**src/rtl/pred_seq.sv**
```systemverilog
module pred_seq #(
  parameter int MAXVL  = 64,
  parameter int REGW   = 64,
  parameter int CRBASE = 32,
  parameter int CRW    = 7
) (
  input  logic                       clk,
  input  logic                       rst_n,
  input  logic                       start,
  input  logic [$clog2(MAXVL):0]     vl,
  input  logic [1:0]                 subvl,
  input  logic                       mask_mode,
  input  logic [2:0]                 dst_sel,
  input  logic                       twin,
  input  logic [2:0]                 src_sel,
  input  logic [REGW-1:0]            r3_val,
  input  logic [REGW-1:0]            r10_val,
  input  logic [REGW-1:0]            r30_val,
  output logic                       cr_rd_en,
  output logic [CRW-1:0]             cr_rd_idx,
  input  logic [3:0]                 cr_rd_data,
  output logic                       busy,
  output logic                       elem_valid,
  output logic [$clog2(MAXVL)-1:0]   elem_idx,
  output logic [1:0]                 sub_idx,
  output logic                       dst_en,
  output logic                       src_en,
  output logic                       done
);
  localparam int IW = $clog2(MAXVL);
  localparam int VW = IW + 1;

  logic            busy_q, done_q, mode_q, twin_q;
  logic [IW-1:0]   idx_q, last_q;
  logic [1:0]      sub_q, subvl_q;
  logic [2:0]      dsel_q, ssel_q;
  logic [REGW-1:0] r3_q, r10_q, r30_q;
  logic [VW-1:0]   vl_sat;

  assign vl_sat = (vl > VW'(MAXVL)) ? VW'(MAXVL) : vl;

  function automatic logic int_pred(input logic [2:0] sel, input logic [IW-1:0] i,
                                    input logic [REGW-1:0] a, b, c);
    case (sel[2:1])
      2'd0:    int_pred = sel[0] ? (a == REGW'(i)) : 1'b1;
      2'd1:    int_pred = a[i] ^ sel[0];
      2'd2:    int_pred = b[i] ^ sel[0];
      default: int_pred = c[i] ^ sel[0];
    endcase
  endfunction

  function automatic logic cr_pred(input logic [2:0] sel, input logic [3:0] f);
    cr_pred = f[~sel[2:1]] ^ sel[0];
  endfunction

  logic d_pred, s_pred;
  assign d_pred = mode_q ? cr_pred(dsel_q, cr_rd_data) : int_pred(dsel_q, idx_q, r3_q, r10_q, r30_q);
  assign s_pred = mode_q ? cr_pred(ssel_q, cr_rd_data) : int_pred(ssel_q, idx_q, r3_q, r10_q, r30_q);

  assign busy       = busy_q;
  assign elem_valid = busy_q;
  assign elem_idx   = idx_q;
  assign sub_idx    = sub_q;
  assign done       = done_q;
  assign cr_rd_en   = busy_q & mode_q;
  assign cr_rd_idx  = CRW'(CRBASE) + CRW'(idx_q);
  assign dst_en     = busy_q & d_pred;
  assign src_en     = busy_q & (twin_q ? s_pred : d_pred);

  always_ff @(posedge clk) begin
    if (!rst_n) begin
      busy_q  <= 1'b0;
      done_q  <= 1'b0;
      idx_q   <= '0;
      sub_q   <= '0;
      last_q  <= '0;
      subvl_q <= '0;
      mode_q  <= 1'b0;
      twin_q  <= 1'b0;
      dsel_q  <= '0;
      ssel_q  <= '0;
      r3_q    <= '0;
      r10_q   <= '0;
      r30_q   <= '0;
    end else begin
      done_q <= 1'b0;
      if (!busy_q) begin
        if (start) begin
          last_q  <= IW'(vl_sat - VW'(1));
          subvl_q <= subvl;
          mode_q  <= mask_mode;
          twin_q  <= twin;
          dsel_q  <= dst_sel;
          ssel_q  <= src_sel;
          r3_q    <= r3_val;
          r10_q   <= r10_val;
          r30_q   <= r30_val;
          idx_q   <= '0;
          sub_q   <= '0;
          if (vl_sat == '0) done_q <= 1'b1;
          else              busy_q <= 1'b1;
        end
      end else if (sub_q == subvl_q) begin
        sub_q <= '0;
        if (idx_q == last_q) begin
          busy_q <= 1'b0;
          done_q <= 1'b1;
        end else begin
          idx_q <= idx_q + IW'(1);
        end
      end else begin
        sub_q <= sub_q + 2'd1;
      end
    end
  end

  assert_first_slot_R2: assert property (@(posedge clk) disable iff (!rst_n)
    $rose(busy_q) |-> (idx_q == '0 && sub_q == '0));

  assert_idx_bound_R2: assert property (@(posedge clk) disable iff (!rst_n)
    busy_q |-> (idx_q <= last_q && sub_q <= subvl_q));

  assert_done_idle_R9: assert property (@(posedge clk) disable iff (!rst_n)
    done_q |-> !busy_q);

  assert_done_pulse_R9: assert property (@(posedge clk) disable iff (!rst_n)
    done_q |=> !done_q);

  assert_cfg_held_R10: assert property (@(posedge clk) disable iff (!rst_n)
    (busy_q && start) |=> ($stable(last_q) && $stable(dsel_q) && $stable(r3_q)));

  assert_no_regress_R3: assert property (@(posedge clk) disable iff (!rst_n)
    (busy_q && $past(busy_q)) |-> (idx_q > $past(idx_q) || (idx_q == $past(idx_q) && sub_q == $past(sub_q) + 2'd1)));

  assert_sub_share_R3: assert property (@(posedge clk) disable iff (!rst_n)
    (busy_q && sub_q != '0 && !mode_q) |-> (dst_en == $past(dst_en)));
endmodule

```
**config.mk**
```make
export PLATFORM = sky130hd
export DESIGN_NAME = pred_seq
export DESIGN_NICKNAME = d
export VERILOG_FILES = /design/src/rtl/pred_seq.sv
export SDC_FILE = /design/constraint.sdc
export NUM_CORES = 1
export LEC_CHECK = 0
export BUFFER_PORTS_ARGS = -buffer_cell sky130_fd_sc_hd__buf_2
export CORE_MARGIN = 2
export CORE_UTILIZATION = 36
export CTS_CLUSTER_DIAMETER = 80
export DETAILED_ROUTE_END_ITERATION = 8
export PLACE_DENSITY = 0.61
export SETUP_SLACK_MARGIN = 0.5
export SLEW_MARGIN = 20
export SYNTH_ARGS = -nofsm -noshare
export SYNTH_HDL_FRONTEND = slang
export SYNTH_SLANG_ARGS = --single-unit
```
**constraint.sdc**
```tcl
create_clock -name clk -period 4.2 [get_ports clk]
set_input_delay 0.84 -clock clk [delete_from_list [all_inputs] [get_ports clk]]
set_output_delay 0.84 -clock clk [all_outputs]
set_load 0.02 [all_outputs]
```
======== Word-level counts from Yosys, hierarchy flattened ========
Cells that the tools add are included.
storage, ports and cells
  register bits ........................... 218
  input port bits ......................... 216
  output and inout bits ................... 21
  logic and storage cells ................. 85
cells by class
  $add $sub $neg .......................... 4
  $lt $le $gt $ge ......................... 4
  equality and inequality tests ........... 9
  multiplexer cells ....................... 35
  bitwise operators ....................... 14
  reduce and logical (&&, ||, !) cells .... 6
operators with widths
  cell                                                                           number
  64-bit by 6-bit equality test with 1-bit output                                1
  6-bit 2-to-1 mux                                                               4
  1-bit 2-to-1 mux                                                               20
  1-bit binary-select mux with 6-bit select                                      3
  1-bit bitwise XOR                                                              8
  6-bit by 6-bit adder with 7-bit output (first input constant)                  1
  7-bit > comparator (second input constant)                                     1
  7-bit logical NOT                                                              1
  6-bit by 7-bit less-than comparator with 1-bit output (second input constant)  1
  7-bit 2-to-1 mux                                                               1
  6-bit by 1-bit adder with 6-bit output (second input constant)                 1
  6-bit equality test                                                            1
  2-bit by 3-bit less-than comparator with 1-bit output (second input constant)  2
  2-bit 2-to-1 mux                                                               3
  1-bit one-hot mux with 3 select lines                                          2
  6-bit by 1-bit subtractor with 6-bit output (second input constant)            1
  1-bit binary-select mux with 2-bit select                                      2
  2-bit by 1-bit equality test with 1-bit output (second input constant)         2
  2-bit equality test (second input constant)                                    2
  2-bit logical NOT                                                              2
  2-bit NOT                                                                      2
  1-bit AND                                                                      3
  3-bit AND reduction                                                            1
  2-bit by 1-bit adder with 2-bit output (second input constant)                 1
  other kinds (6)                                                                6

======== Logic depth before layout (Yosys ltp) ========
  word-level depth ........................ 7
  mapped depth ............................ 12
  depth with buffers taken out ............ 8

======== Worst setup path after synthesis ========
OpenSTA, ideal clock, no wires.
  kind .................................... flip-flop to output port
  start point ............................. reg idx_q[1] (netlist: elem_idx[1])
  end point ............................... out src_en
  data arrival time ....................... 3.049 ns
  data required time ...................... 3.360 ns
  setup slack ............................. 0.311 ns
  stages on the path, launching flop included .. 11
  path buffers ............................ 2
  cells stage by stage .................... dfxtp_1 buf_2 buf_2 mux4_2 a21oi_1 nand4_1 a32o_1 a2111oi_2 a21oi_1 or4_1 a32o_1
on the way
  word-level cells in the longest chain between the ends .. 7
  elaborated cells on any way between the ends .. 21
  those cells by class .................... eq/ne (1); mux (13); bitwise (7)
RTL lines
  element                                                              line        source
  from (decl)                                                          34          logic [IW-1:0] idx_q, last_q;
  from (signal assigned)                                               109         idx_q <= idx_q + IW'(1);
  1-bit binary-select mux with 6-bit select, on equally long branches  48, 46, 47
  1-bit 2-to-1 mux, on equally long branches                           48, 46, 47
  1-bit bitwise XOR, on equally long branches                          48, 46, 47
  1-bit one-hot mux with 3 select lines                                44          case (sel[2:1])
  1-bit 2-to-1 mux, on equally long branches                           57, 58
  1-bit 2-to-1 mux (*)                                                 68          assign src_en = busy_q & (twin_q ? s_pred : d_pred);
  1-bit AND (*)                                                        68
  to (decl)                                                            27          output logic src_en,
Every way passes the cells marked *; elsewhere a longest branch is shown, timed or not. The select of a mux whose other input is x is not followed.

======== Worst setup path in the final report ========
  start point ............................. reg idx_q[0] (netlist: elem_idx[0])
  end point ............................... out src_en
Same word-level chain as after synthesis.

==> impl_results.md <==
- Status: complete, but fails checks
- Failing checks: setup timing
- Worst Setup End Kind: primary output
- Top post-synthesis cells by area: dfxtp_1 42%, nand2_1 15%, a21boi_0 15%, mux4_2 8.6%, mux2i_1 2.5%
- Hold Fails Final Rpt: 0
- Max_slew headroom: a little under a third
- Max VDD drop: between 0.2 and 0.25 mV
- Share of layout cells above drive strength 1: approximately a quarter
- Starting Density: between 30% and 40%
- CTS sink cnt: around 220
- RSZ-0062 raised after global routing: true
- Final min period: around 4.3 ns
- H-tree Lvls: 1
- LEAKAGE: approximately 5.1 nW
- Total grt overflow: 0
- Core Rows: 62
- Max stage delay cell, worst path: mux4_2
- Ys async rst share: 0%
- #FFs+latches synth: between 200 and 250
- Critical path's most frequent cell: a32o_2
- Chip height: 174 um
- Hold slack: around 0.46 ns
- Die W: 174 um
- Core Footprint: approximately 0.029 mm^2
- Setup Crit Path Kind: reg -> out
- Hold_buf cts: 0
- CTS buffer count: 25
- # IOs: between 200 and 250
- Tot Pwr: between 5 and 6 mW
- Gr usage total: between 10% and 20%
- Antenna violations before repair: 1
- Final WL: about 31 mm
- Die ar.: approximately 0.03 mm^2
- Vias in the first global route: between 8000 and 9000
- Hold Path Class: reg -> reg
- Post-synth top area share: around two fifths
- Area delta synth->final: 25.9%
- Critical Path Max Stage Delay: 0.51 ns
- First-pass GRT wire length: around 48 mm
- 1st-iter DRT viols: 554
- Clock skew: ~0.012 ns
- Bufs and invs on worst path: 2
- Cell count after synthesis: between 1000 and 1500
- Worst setup margin: -0.0659 ns
- Post-route ant nets: 0
- Critical Path RT: 3.36 ns
- CP Launch Type: flip-flop
- GP Congestion: around 0.82
- Final Max Tran Viols: 0
- Crit path cell chain: mux4_2 > a22o_1 > o31a_1 > a32o_2 > buf_4 > a2111oi_4 > a21oi_2 > mux2_4 > a32o_2 > buf_6
- CTS tree: built
- Crit path max-delay family: compound AO/OA/AOI/OAI gates
- Clock Tree Root: clkbuf_16
- Largest net degree at the start of global routing: ~150
- Hpwl dp: ~22 mm
- Synth unique cells: 50
- Arr. time, crit path: approximately 3.4 ns
- DR vias/cell: about 5.0
- Port bufs: ~240
- Synth Area per Inst: approximately 8.6 um^2
- DR DRC count: 0
- Via Count: 9018
- First-pass DRT Iterations: 5
- Cell with the most instances after synthesis: nand2_1
- Max Buffers Root-to-Sink: 3
- Fin nets: 1639
- Wire per inst: around 17 um
- Reg clk slew, reported paths: 0.06 ns
- Power per Cell Area: 412 mW/mm^2
- Critical Path Fanout Max: 8
- Register area share after synthesis: between 40% and 50%
- Largest area contributor in the synthesized netlist: dfxtp_1
- Mapped Area: 0.0104 mm^2
- Clk_lat worst skew: approximately 0.52 ns
- Post-synth EDFFs: 0
- Commonest cells in the synthesized netlist: 425 x nand2_1, 218 x dfxtp_1, 204 x a21boi_0, 66 x clkbuf_1, 40 x mux4_2
- Endpoints failing setup: 1
- YS warnings: 0
- Fmax: approximately 0.23 GHz
- Tcrit/Tclk final: 102%
- Ys flop type: dfxtp_1
- Setup_tns: -0.0659 ns
- Post-synth net total: between 1000 and 1500
- Worst-Margin Slew: ~1.0 ns
- Diode count: 0
- Max-cap violation count: 0
[worst paths after layout]
path                             startpoint        end  slack (ns)  cells past startpoint
worst min register to register    r10_q[47]  r10_q[47]        0.46                      2
worst max-delay path            elem_idx[0]     src_en       -0.07                     10
worst min-delay path              r10_q[47]  r10_q[47]        0.46                      2
worst max register to register         busy  r30_q[50]        1.77                      5
[cell usage in the layout (no fill, tap or decap), types with 3 or more instances in the layout]
| master | n |
|---|---|
| xor2_1 | 3 |
| clkbuf_16 | 25 |
| nor4_1 | 15 |
| nor3_2 | 3 |
| clkbuf_1 | 5 |
| mux4_2 | 40 |
| nor3b_1 | 3 |
| bufinv_16 | 6 |
| dfxtp_4 | 3 |
| a21oi_1 | 12 |
| nor3_1 | 5 |
| buf_12 | 9 |
| mux2i_1 | 26 |
| ha_1 | 9 |
| nand2b_1 | 5 |
| nand3b_1 | 4 |
| a21boi_0 | 204 |
| nor2b_1 | 8 |
| o211a_1 | 3 |
| inv_1 | 12 |
| buf_6 | 5 |
| and2_1 | 6 |
| nand3_1 | 7 |
| buf_4 | 25 |
| dfxtp_1 | 213 |
| buf_2 | 233 |
| nand4_1 | 6 |
| mux2_2 | 3 |
| o21ai_0 | 10 |
| a22oi_1 | 6 |
| a22o_1 | 4 |
| nand2_1 | 424 |
| xnor2_1 | 19 |
| clkinv_2 | 4 |
| nor2_1 | 19 |
| clkbuf_8 | 3 |
| o21ai_1 | 3 |
[sequential cells by signal, summed over array words and instances (netlist names)]
register and cells:
elem_idx 6, mode_q 1, ssel_q 3, r10_q 64
done 1, r3_q 64, dsel_q 3, busy 1
last_q 6, twin_q 1, subvl_q 2, r30_q 64
sub_idx 2
[kinds of logic after synthesis]
| group | synth area share [%] |
|---|---|
| compound gates | 18.9 |
| fa+ha+maj | 1.08 |
| simple gates | 20.4 |
| buf+inv | 4.44 |
| xor+xnor | 1.85 |
| mux | 11.6 |
| flops | 41.8 |
[what timing repair did]
action	4_1_cts	5_1_grt
setup endpoints to repair	2	2
resized for setup	20	17
setup buffers	10	2
pin swaps	4	4
endpoints found under the hold margin	0	0
[power by group]
| part | switching, mW | total [mW] | internal (mW) |
|---|---|---|---|
| clock | 0.876 | 2.39 | 1.51 |
| sequential | 0.102 | 2.30 | 2.20 |
| combinational | 0.381 | 0.723 | 0.342 |
| total | 1.36 | 5.41 | 4.05 |
[worst min-delay path, cell delays in order, from the launching register on]
cell	delay [ns]
dfxtp_1	0.31
nand2_1	0.04
a21boi_0	0.06
[per-layer routing]
layer	share of wire, %	GRT usage, %	up-vias
li1	-	-	4523
met3	5.7	2.95	39
met2	47	33.3	273
met4	1.8	4.66	2
met1	45	26.7	4181
met5	0.029	0	-
[metrics by stage]
stage               util (%)  worst slack (ns)  instance area, um^2  instances
finish                  45.9           -0.0659                13100       1816
global route            45.9            -0.204                13100       1816
CTS                     45.6           -0.0770                13000       1814
detailed placement      41.7            0.0245                11900       1759
global placement        41.7            0.0945                11900       1759
floorplan                  -             0.505                10500       1210
[area by class of cell]
cell class                 count  area, um^2
clock buffer                  33         686
clock inverter                12         215
fill                        2830       15500
inverter                      12        45.0
multi-input combinational    884        5730
sequential                   218        4380
tap                          384         480
timing repair buffer         273        1610
No activity file was read; power rests on OpenSTA's default activity.
